### config.mk
export PLATFORM = sky130hd
export DESIGN_NAME = adc_serial_readout
export DESIGN_NICKNAME = d
export VERILOG_FILES = /design/src/rtl/adc_rd_pkg.sv /design/src/rtl/rd_sync.sv /design/src/rtl/rd_conv_timer.sv /design/src/rtl/rd_shifter.sv /design/src/rtl/adc_serial_readout.sv
export SDC_FILE = /design/constraint.sdc
export NUM_CORES = 1
export LEC_CHECK = 0
export CORE_ASPECT_RATIO = 1.1
export CORE_MARGIN = 10
export CORE_UTILIZATION = 40
export CTS_CLUSTER_DIAMETER = 40
export CTS_CLUSTER_SIZE = 40
export DETAILED_ROUTE_END_ITERATION = 12
export GPL_TIMING_DRIVEN = 0
export MAX_ROUTING_LAYER = met4
export PLACE_DENSITY = 0.62
export RECOVER_POWER = 25
export SLEW_MARGIN = 20
export SYNTH_ARGS = -nofsm -noshare
export SYNTH_HDL_FRONTEND = slang
export SYNTH_SLANG_ARGS = --single-unit
export TNS_END_PERCENT = 10
### constraint.sdc
create_clock -name clk -period 1.75 [get_ports clk]
set_input_delay 0.175 -clock clk [delete_from_list [all_inputs] [get_ports clk]]
set_output_delay 0.175 -clock clk [all_outputs]
set_load 0.005 [all_outputs]
### src/rtl/adc_rd_pkg.sv
`timescale 1ns/1ps
package adc_rd_pkg;
  typedef enum logic {
    RD_AFTER_CONV  = 1'b0,
    RD_DURING_CONV = 1'b1
  } rd_mode_e;
endpackage

### src/rtl/rd_sync.sv
`timescale 1ns/1ps
// Multi-bit flop-chain synchronizer for asynchronous host inputs.
module rd_sync #(
  parameter int W      = 1,
  parameter int STAGES = 2
) (
  input  logic         clk,
  input  logic         rst,
  input  logic [W-1:0] d,
  output logic [W-1:0] q
);
  logic [W-1:0] chain [STAGES];

  always_ff @(posedge clk) begin
    if (rst) begin
      for (int i = 0; i < STAGES; i++) chain[i] <= '0;
    end else begin
      chain[0] <= d;
      for (int i = 1; i < STAGES; i++) chain[i] <= chain[i-1];
    end
  end

  assign q = chain[STAGES-1];
endmodule

### src/rtl/rd_conv_timer.sv
`timescale 1ns/1ps
// Models the conversion as a fixed busy window that ends by capturing a word.
module rd_conv_timer #(
  parameter int DW          = 16,
  parameter int CONV_CYCLES = 400
) (
  input  logic          clk,
  input  logic          rst,
  input  logic          cnv_start,
  input  logic [DW-1:0] result_in,
  output logic          busy,
  output logic          ending,
  output logic [DW-1:0] last_word
);
  localparam int TW = $clog2(CONV_CYCLES + 1);

  logic [TW-1:0] remain;

  assign ending = busy && (remain == '0);

  always_ff @(posedge clk) begin
    if (rst) begin
      busy      <= 1'b0;
      remain    <= '0;
      last_word <= '0;
    end else if (busy) begin
      if (remain == '0) begin
        busy      <= 1'b0;
        last_word <= result_in;
      end else begin
        remain <= remain - 1'b1;
      end
    end else if (cnv_start) begin
      busy   <= 1'b1;
      remain <= TW'(CONV_CYCLES - 1);
    end
  end

  p_rise_after_start_r1: assert property (@(posedge clk) disable iff (rst)
    $rose(busy) |-> $past(cnv_start));
  p_no_early_end_r1: assert property (@(posedge clk) disable iff (rst)
    (busy && remain != '0) |=> busy);
  p_capture_at_fall_r2: assert property (@(posedge clk) disable iff (rst)
    $fell(busy) |-> (last_word == $past(result_in)));
endmodule

### src/rtl/rd_shifter.sv
`timescale 1ns/1ps
// Serial shift engine: selection, bit counting, chain fill and read-error flag.
module rd_shifter
  import adc_rd_pkg::*;
#(
  parameter int DW          = 16,
  parameter int SYNC_STAGES = 2
) (
  input  logic          clk,
  input  logic          rst,
  input  logic          cs_n,
  input  logic          rd_n,
  input  rd_mode_e      mode,
  input  logic          sclk,
  input  logic          sdin,
  input  logic          busy,
  input  logic          ending,
  input  logic [DW-1:0] last_word,
  output logic          sdout,
  output logic          rd_error
);
  localparam int CW = $clog2(2 * DW) + 1;

  logic          sclk_s, sdin_s, sclk_q;
  logic          fall, rise, sel;
  logic          active, sdin_cap, armed, bits_done;
  logic [DW-1:0] shreg;
  logic [CW-1:0] bcnt;

  rd_sync #(.W(2), .STAGES(SYNC_STAGES)) u_sync (
    .clk (clk),
    .rst (rst),
    .d   ({sclk, sdin}),
    .q   ({sclk_s, sdin_s})
  );

  assign sel       = ~cs_n & ~rd_n;
  assign fall      = sclk_q & ~sclk_s;
  assign rise      = ~sclk_q & sclk_s;
  assign bits_done = sel && active && fall && (bcnt == CW'(DW - 1));
  assign sdout     = shreg[DW-1];

  always_ff @(posedge clk) begin
    if (rst) begin
      sclk_q   <= 1'b0;
      sdin_cap <= 1'b0;
      active   <= 1'b0;
      shreg    <= '0;
      bcnt     <= '0;
      armed    <= 1'b0;
      rd_error <= 1'b0;
    end else begin
      sclk_q   <= sclk_s;
      rd_error <= 1'b0;
      if (rise) sdin_cap <= sdin_s;

      if (!sel) begin
        active <= 1'b0;
        bcnt   <= '0;
        shreg  <= '0;
      end else if (!active) begin
        active <= 1'b1;
        bcnt   <= '0;
        shreg  <= last_word;
      end else if (fall) begin
        shreg <= {shreg[DW-2:0], (mode == RD_AFTER_CONV) ? sdin_cap : 1'b0};
        if (bcnt != '1) bcnt <= bcnt + 1'b1;
      end

      if (ending) begin
        if (armed && mode == RD_DURING_CONV) rd_error <= 1'b1;
        armed <= 1'b0;
      end else if (bits_done) begin
        armed <= 1'b0;
      end else if (sel && !active && busy) begin
        armed <= 1'b1;
      end
    end
  end

  p_idle_out_r3: assert property (@(posedge clk) disable iff (rst)
    $past(cs_n | rd_n) |-> !sdout);
  p_err_at_end_r6: assert property (@(posedge clk) disable iff (rst)
    rd_error |-> (!busy && $past(busy)));
  p_err_single_r6: assert property (@(posedge clk) disable iff (rst)
    rd_error |=> !rd_error);
  p_err_mode_r6: assert property (@(posedge clk) disable iff (rst)
    $past(mode == RD_AFTER_CONV) |-> !rd_error);
  p_zero_fill_r7: assert property (@(posedge clk) disable iff (rst)
    (active && mode == RD_DURING_CONV && bcnt >= CW'(DW)) |-> !sdout);
endmodule

### src/rtl/adc_serial_readout.sv
`timescale 1ns/1ps
// Top: converter serial result readout in host-clocked mode.
module adc_serial_readout
  import adc_rd_pkg::*;
#(
  parameter int DW          = 16,
  parameter int CONV_CYCLES = 400,
  parameter int SYNC_STAGES = 2
) (
  input  logic          clk,
  input  logic          rst,
  input  logic          cs_n,
  input  logic          rd_n,
  input  logic          read_during_conv,
  input  logic          cnv_start,
  input  logic [DW-1:0] result_in,
  input  logic          sclk,
  input  logic          sdin,
  output logic          busy,
  output logic          sdout,
  output logic          rd_error
);
  logic          ending;
  logic [DW-1:0] last_word;

  rd_conv_timer #(.DW(DW), .CONV_CYCLES(CONV_CYCLES)) u_timer (
    .clk       (clk),
    .rst       (rst),
    .cnv_start (cnv_start),
    .result_in (result_in),
    .busy      (busy),
    .ending    (ending),
    .last_word (last_word)
  );

  rd_shifter #(.DW(DW), .SYNC_STAGES(SYNC_STAGES)) u_shift (
    .clk       (clk),
    .rst       (rst),
    .cs_n      (cs_n),
    .rd_n      (rd_n),
    .mode      (rd_mode_e'(read_during_conv)),
    .sclk      (sclk),
    .sdin      (sdin),
    .busy      (busy),
    .ending    (ending),
    .last_word (last_word),
    .sdout     (sdout),
    .rd_error  (rd_error)
  );
endmodule

### Yosys cells after proc, flatten, opt, wreduce, memory -nomap -nowiden

Memories as Yosys holds them, arrays and structs flattened.
Index checks and enable logic that the tools add are counted.
W data, S select, Z words.

* add/subtract/negate cells: 2
* eq/ne operators: 4
* muxes and demuxes: 16
* bitwise logic cells: 12
* reductions and logical operators: 17

Operators with widths (number)
* $mux W16: 2
* $mux W9: 3
* $logic_not A9 Y1: 1
* $mux W1: 9
* $sub A9 B1 Y9 const B: 1
* $logic_and A1 B1 Y1: 7
* $not A1 Y1: 7
* $add A6 B1 Y6 const B: 1
* $eq A6 B4 Y1 const B: 1
* $ne A6 B6 Y1 const B: 1
* $reduce_and A2 Y1: 3
* $reduce_or A3 Y1: 2
* $mux W2: 2
* $reduce_or A2 Y1: 2
* $and A1 B1 Y1: 3
* $ne A2 B1 Y1 const B: 1
* $ne A2 B2 Y1 const B: 1
* $or A1 B1 Y1: 2
* $reduce_bool A2 Y1: 1
* $logic_not A1 Y1: 1

* register bits: 53
* bits in writable memories: 4
* bits of input ports: 24
* output and inout port bits: 3
* memories: 1

Memory list
* u_shift.u_sync.chain: words 2, width 2, rd ports 2, clocked after Yosys merged registers in 0, wr ports 2, RTL line rd_sync.sv:12 `logic [W-1:0] chain [STAGES];`

### Longest topological paths before layout

* word-level depth: 6
* mapped depth: 7

### Modules after synthesis

A second synthesis with hierarchy kept.

* cell total of the unflattened synthesis: 283
* area total of the unflattened synthesis: 2437.3 µm²

By module, submodules not included
* rd_shifter: instances 1, cells an instance 143, area an instance 1258.7 µm²
* rd_conv_timer: instances 1, cells an instance 130, area an instance 1058.5 µm²
* rd_sync: instances 1, cells an instance 10, area an instance 120.1 µm²

### Worst setup path after synthesis

No wires, ideal clock.

* path type: flip-flop to flip-flop
* start point: register u_timer.remain[0]
* end point: register u_timer.remain[5]
* setup time: 131 ps
* arrival time: 1454 ps
* setup slack: 164 ps
* cell stages (with the launch flop): 8
* clock period less this slack: 1586 ps
* path through: dfxtp_1 -> inv_1 -> ha_1 -> nor3b_1 -> and3_1 -> buf_4 -> o311ai_1 -> o41ai_1

* longest elaborated chain between the ends: 3

Ends and longest elaborated chain
* from (decl): RTL line rd_conv_timer.sv:17 `logic [TW-1:0] remain;`
* from (signal assigned): RTL line rd_conv_timer.sv:31 `remain <= remain - 1'b1;`
* from (signal assigned): RTL line rd_conv_timer.sv:35 `remain <= TW'(CONV_CYCLES - 1);`
* $sub A9 B1 Y9 or $logic_not A9 Y1 (tied branches): RTL line rd_conv_timer.sv:31, rd_conv_timer.sv:27
* $mux W9 or $ne A2 B2 Y1 (tied branches)
* $mux W9 or $reduce_and A2 Y1 (tied branches)

Several ways; a longest one is shown, not always the timed one. The select of a mux whose other input is x is not followed.
A chain may end at the register's enable or synchronous reset.

### Worst setup path after layout

* start point: register u_timer.remain[0]
* end point: register u_timer.remain[6]

Same word-level chain as after synthesis.

==> metrics.md <==
| Metric | Value |
|---|---|
| Status | `finished, final reports clean` |
| Iter 0 DRT Violations | `68` |
| Detailed Routing Iterations Pass 1 | `4` |
| Ys async rst share | `0%` |
| Slew Limit Fails | `0` |
| Reg2reg path depth | `6` |
| WL met1 | `between 2000 and 3000 um` |
| Max-slew headroom | `63.70%` |
| Root buffer cell | `clkbuf_8` |
| Die width | `93.16 um` |
| Fmax | `between 500 and 600 MHz` |
| Synth Cell Area | `2355 um2` |
| Detailed-route via count | `~1900` |
| Critical path startpoint | `u_timer.remain[0]` |
| Largest area contributor in the netlist | `dfxtp_1` |
| Cell variety after synth | `36` |
| Design area | `between 2000 and 3000 um2` |
| Avg Cell Area, Syn | `between 8 and 9 um2` |
| Fillers | `583` |
| Fin. Hold Viols | `0` |
| DP Area | `2701 um2` |
| Final min period | `between 1.5 and 2 ns` |
| Grt ovf | `0` |
| Largest delay contributor family on the critical path | `simple AND/OR/NAND/NOR gates` |
| Via/cell ratio | `5.097` |
| Clock Pin Slew Worst Setup and Hold Paths | `~0.060 ns` |
| Pleak | `1.091 nW` |
| Setup crit end kind | `flop` |
| Clock buffer depth | `2` |
| Worst min-delay path class | `input pin to flop` |
| Initial core utilization | `41.07%` |
| Antenna diode count | `0` |
| Crit-path cells | `inv_1 > ha_1 > or3b_1 > a2111oi_2 > xnor2_1 > nor3_1` |
| Top Metal Used | `met4` |
| Cell with the most instances after synthesis | `dfxtp_1` |
| IO Count | `27` |
| Worst setup path end | `u_timer.remain[6]` |
| Initial antenna violation count | `0` |
| Global-route usage over all layers | `12.14%` |
| Reg2reg end | `u_timer.remain[6]` |
| Worst clock skew | `0.007629 ns` |
| Die height | `about 100 um` |
| Critical-path top delay cell | `or3b_1` |
| Synth Instances | `between 200 and 300` |
| H-tree levels | `3` |
| Synth Register Bits | `57` |
| IO buf count | `25` |
| GP Congestion | `approximately 0.78` |
| Reg-to-Reg Start | `u_timer.remain[0]` |
| Clock sink count | `57` |
| Synth-to-Final Area Change | `25.98%` |
| WL met3 | `around 130 um` |
| Final nets | `326` |
| Data arrival time of the worst path | `1.90 ns` |
| Core Box Area | `roughly 5700 um2` |
| Place WS | `-0.07876 ns` |
| Die area | `9359 um2` |
| Post-synth top cells | `dfxtp_1, nand2_1, nor2_1` |
| Fin worst setup slack | `around 0.056 ns` |
| Overall power | `between 2 and 3 mW` |
| Pwr Density | `1010 nW/um2` |
| CTS tree | `yes` |
| Worst-Margin Slew | `between 0.5 and 0.6 ns` |
| Seq/Total Area, Yosys | `48.46%` |
| Critical path class | `flop to flop` |
| Critical path depth | `6` |
| Setup-failing EPs final | `0` |
| Total of warnings raised by yosys | `0` |
| Wire per inst | `14.01 um` |
| Yosys top cell area share | `just under 50%` |
| DRC viols | `0` |
| Total Wirelength | `between 5000 and 6000 um` |
| Layout cell share with drive strength beyond 1 | `between 10 and 15%` |
| Number of max-cap violations | `0` |
| Final period util | `96.82%` |
| Worst-path maximum fanout | `5` |
| Worst IR Drop VDD | `618.7 uV` |
| Pin count of the biggest net entering global routing | `11` |
| Global-route wire length before repair | `8556 um` |
| CP Launch Type | `flop` |
| Worst skew pair latency | `roughly 0.33 ns` |
| Flop2flop setup slack | `~0.056 ns` |
| Antenna viol nets, final | `0` |
| Total CTS buffers | `9` |
| Row Count | `29` |
| WP buf/inv | `1` |
| Syn_nets | `290` |
| RSZ-0062 raised after global routing | `true` |
| Met2 routed WL | `about 2500 um` |
| Vias in the first global route | `about 1800` |
| Dpl hpwl | `around 3700 um` |
| Final core occ | `between 50% and 60%` |
| Ys flop type | `dfxtp_1` |
| Postcts setup bufs | `0` |
| Max incr delay on CP | `0.43 ns` |
| Worst path required time | `roughly 2 ns` |
| Post-synth EDFFs | `0` |
| Synth top area cells | `dfxtp_1, mux2i_1, nand2_1, a211oi_1, a21oi_1` |
per-layer routing:
layer / track usage [%] / vias to the layer above
met5: - / -
li1: - / 1000
met1: 14.32 / 909
met3: 3.577 / 10
met4: 7.126 / 0
met2: 17.92 / 23
layout by cell type (no fill, tap or decap), drive strengths merged, types with 2 or more instances in the layout:
cell           instances
or3                    2
nor3b                  2
clkinv                 2
nor3                   8
nor4                   2
xnor2                  5
or2                    2
a211oi                18
dfxtp                 57
nand2b                 2
a31oi                  2
nand2                 40
ha                     2
a311oi                 3
inv                    4
clkdlybuf4s50         22
a21oi                 26
mux2i                 17
nor2b                  7
clkbuf                25
nand3                  3
nor2                  30
nand3b                 4
dlygate4sd3            3
buf                    5
layout make-up:
type	instances	area, um2	area share (%)
sequential	57	1146	38.63
clock inverter	2	35.03	1.181
multi-input combinational	185	1155	38.93
inverter	5	18.77	0.6326
buffer	17	86.33	2.910
timing repair buffer	25	250.2	8.435
clock buffer	13	178.9	6.031
tap	77	96.34	3.248
kinds of logic (layout without fill, tap and decap cells):
| kind of cell | count (synthesis) | after routing | synth area share, % |
|---|---|---|---|
| adder cells (fa/ha/maj) | 2 | 2 | 1.063 |
| buffers and inverters | 22 | 62 | 4.250 |
| AND/OR/NAND/NOR | 107 | 107 | 22.00 |
| flip-flops | 57 | 57 | 48.46 |
| XOR/XNOR | 5 | 5 | 1.860 |
| multiplexers | 17 | 17 | 7.226 |
| AO/OA/AOI/OAI | 54 | 54 | 15.14 |
worst min path at each step:
stage	from	endpoint	slack, ns	depth (start not counted)
after CTS	rst	u_shift.sclk_q	0.19	2
after global routing	rst	u_shift.u_sync.chain[0][3]	0.22	2
final	rst	u_shift.u_sync.chain[0][3]	0.20	2
after global placement	u_shift.u_sync.chain[0][0]	u_shift.u_sync.chain[0][2]	0.43	1
after floorplan	read_during_conv	u_shift.rd_error	0.30	2
after detailed placement	u_shift.u_sync.chain[0][1]	u_shift.u_sync.chain[0][3]	0.43	1
worst reg2reg max path, stage by stage, from the launching register on:
cell	delay, ns
dfxtp_4	0.36
inv_1	0.05
ha_1	0.19
or3b_1	0.44
a2111oi_2	0.30
xnor2_1	0.17
nor3_1	0.06
state kept, by name, indices dropped and copies added (netlist names), 4 cells and up:
signal and cells:
u_shift.bcnt 6, u_shift.shreg 16, u_shift.u_sync.chain 4, u_timer.last_word 16, u_timer.remain 9
per-stage QoR:
step | setup TNS, ns | hold WS (ns) | cells
2_1_floorplan | 0 | 0.3001 | 264
3_3_place_gp | -0.4870 | 0.4256 | 366
3_5_place_dp | -0.7621 | 0.4313 | 366
4_1_cts | 0 | 0.1876 | 381
5_1_grt | -0.04454 | 0.2222 | 381
6_report | 0 | 0.2014 | 381
where the power goes:
part,switching [mW],total [mW],leakage (nW),internal [mW]
Clock,0.503,1.31,0.112,0.803
Sequential,0.0411,1.39,0.464,1.35
Combinational,0.160,0.304,0.515,0.144
Total,0.704,3.00,1.09,2.29
what timing repair did:
action,in CTS,in global routing
resized for setup,1,11
pin swaps,0,0
endpoints found under the setup margin,12,17
hold buffers,0,0
Power figures use the tool's default switching activity.
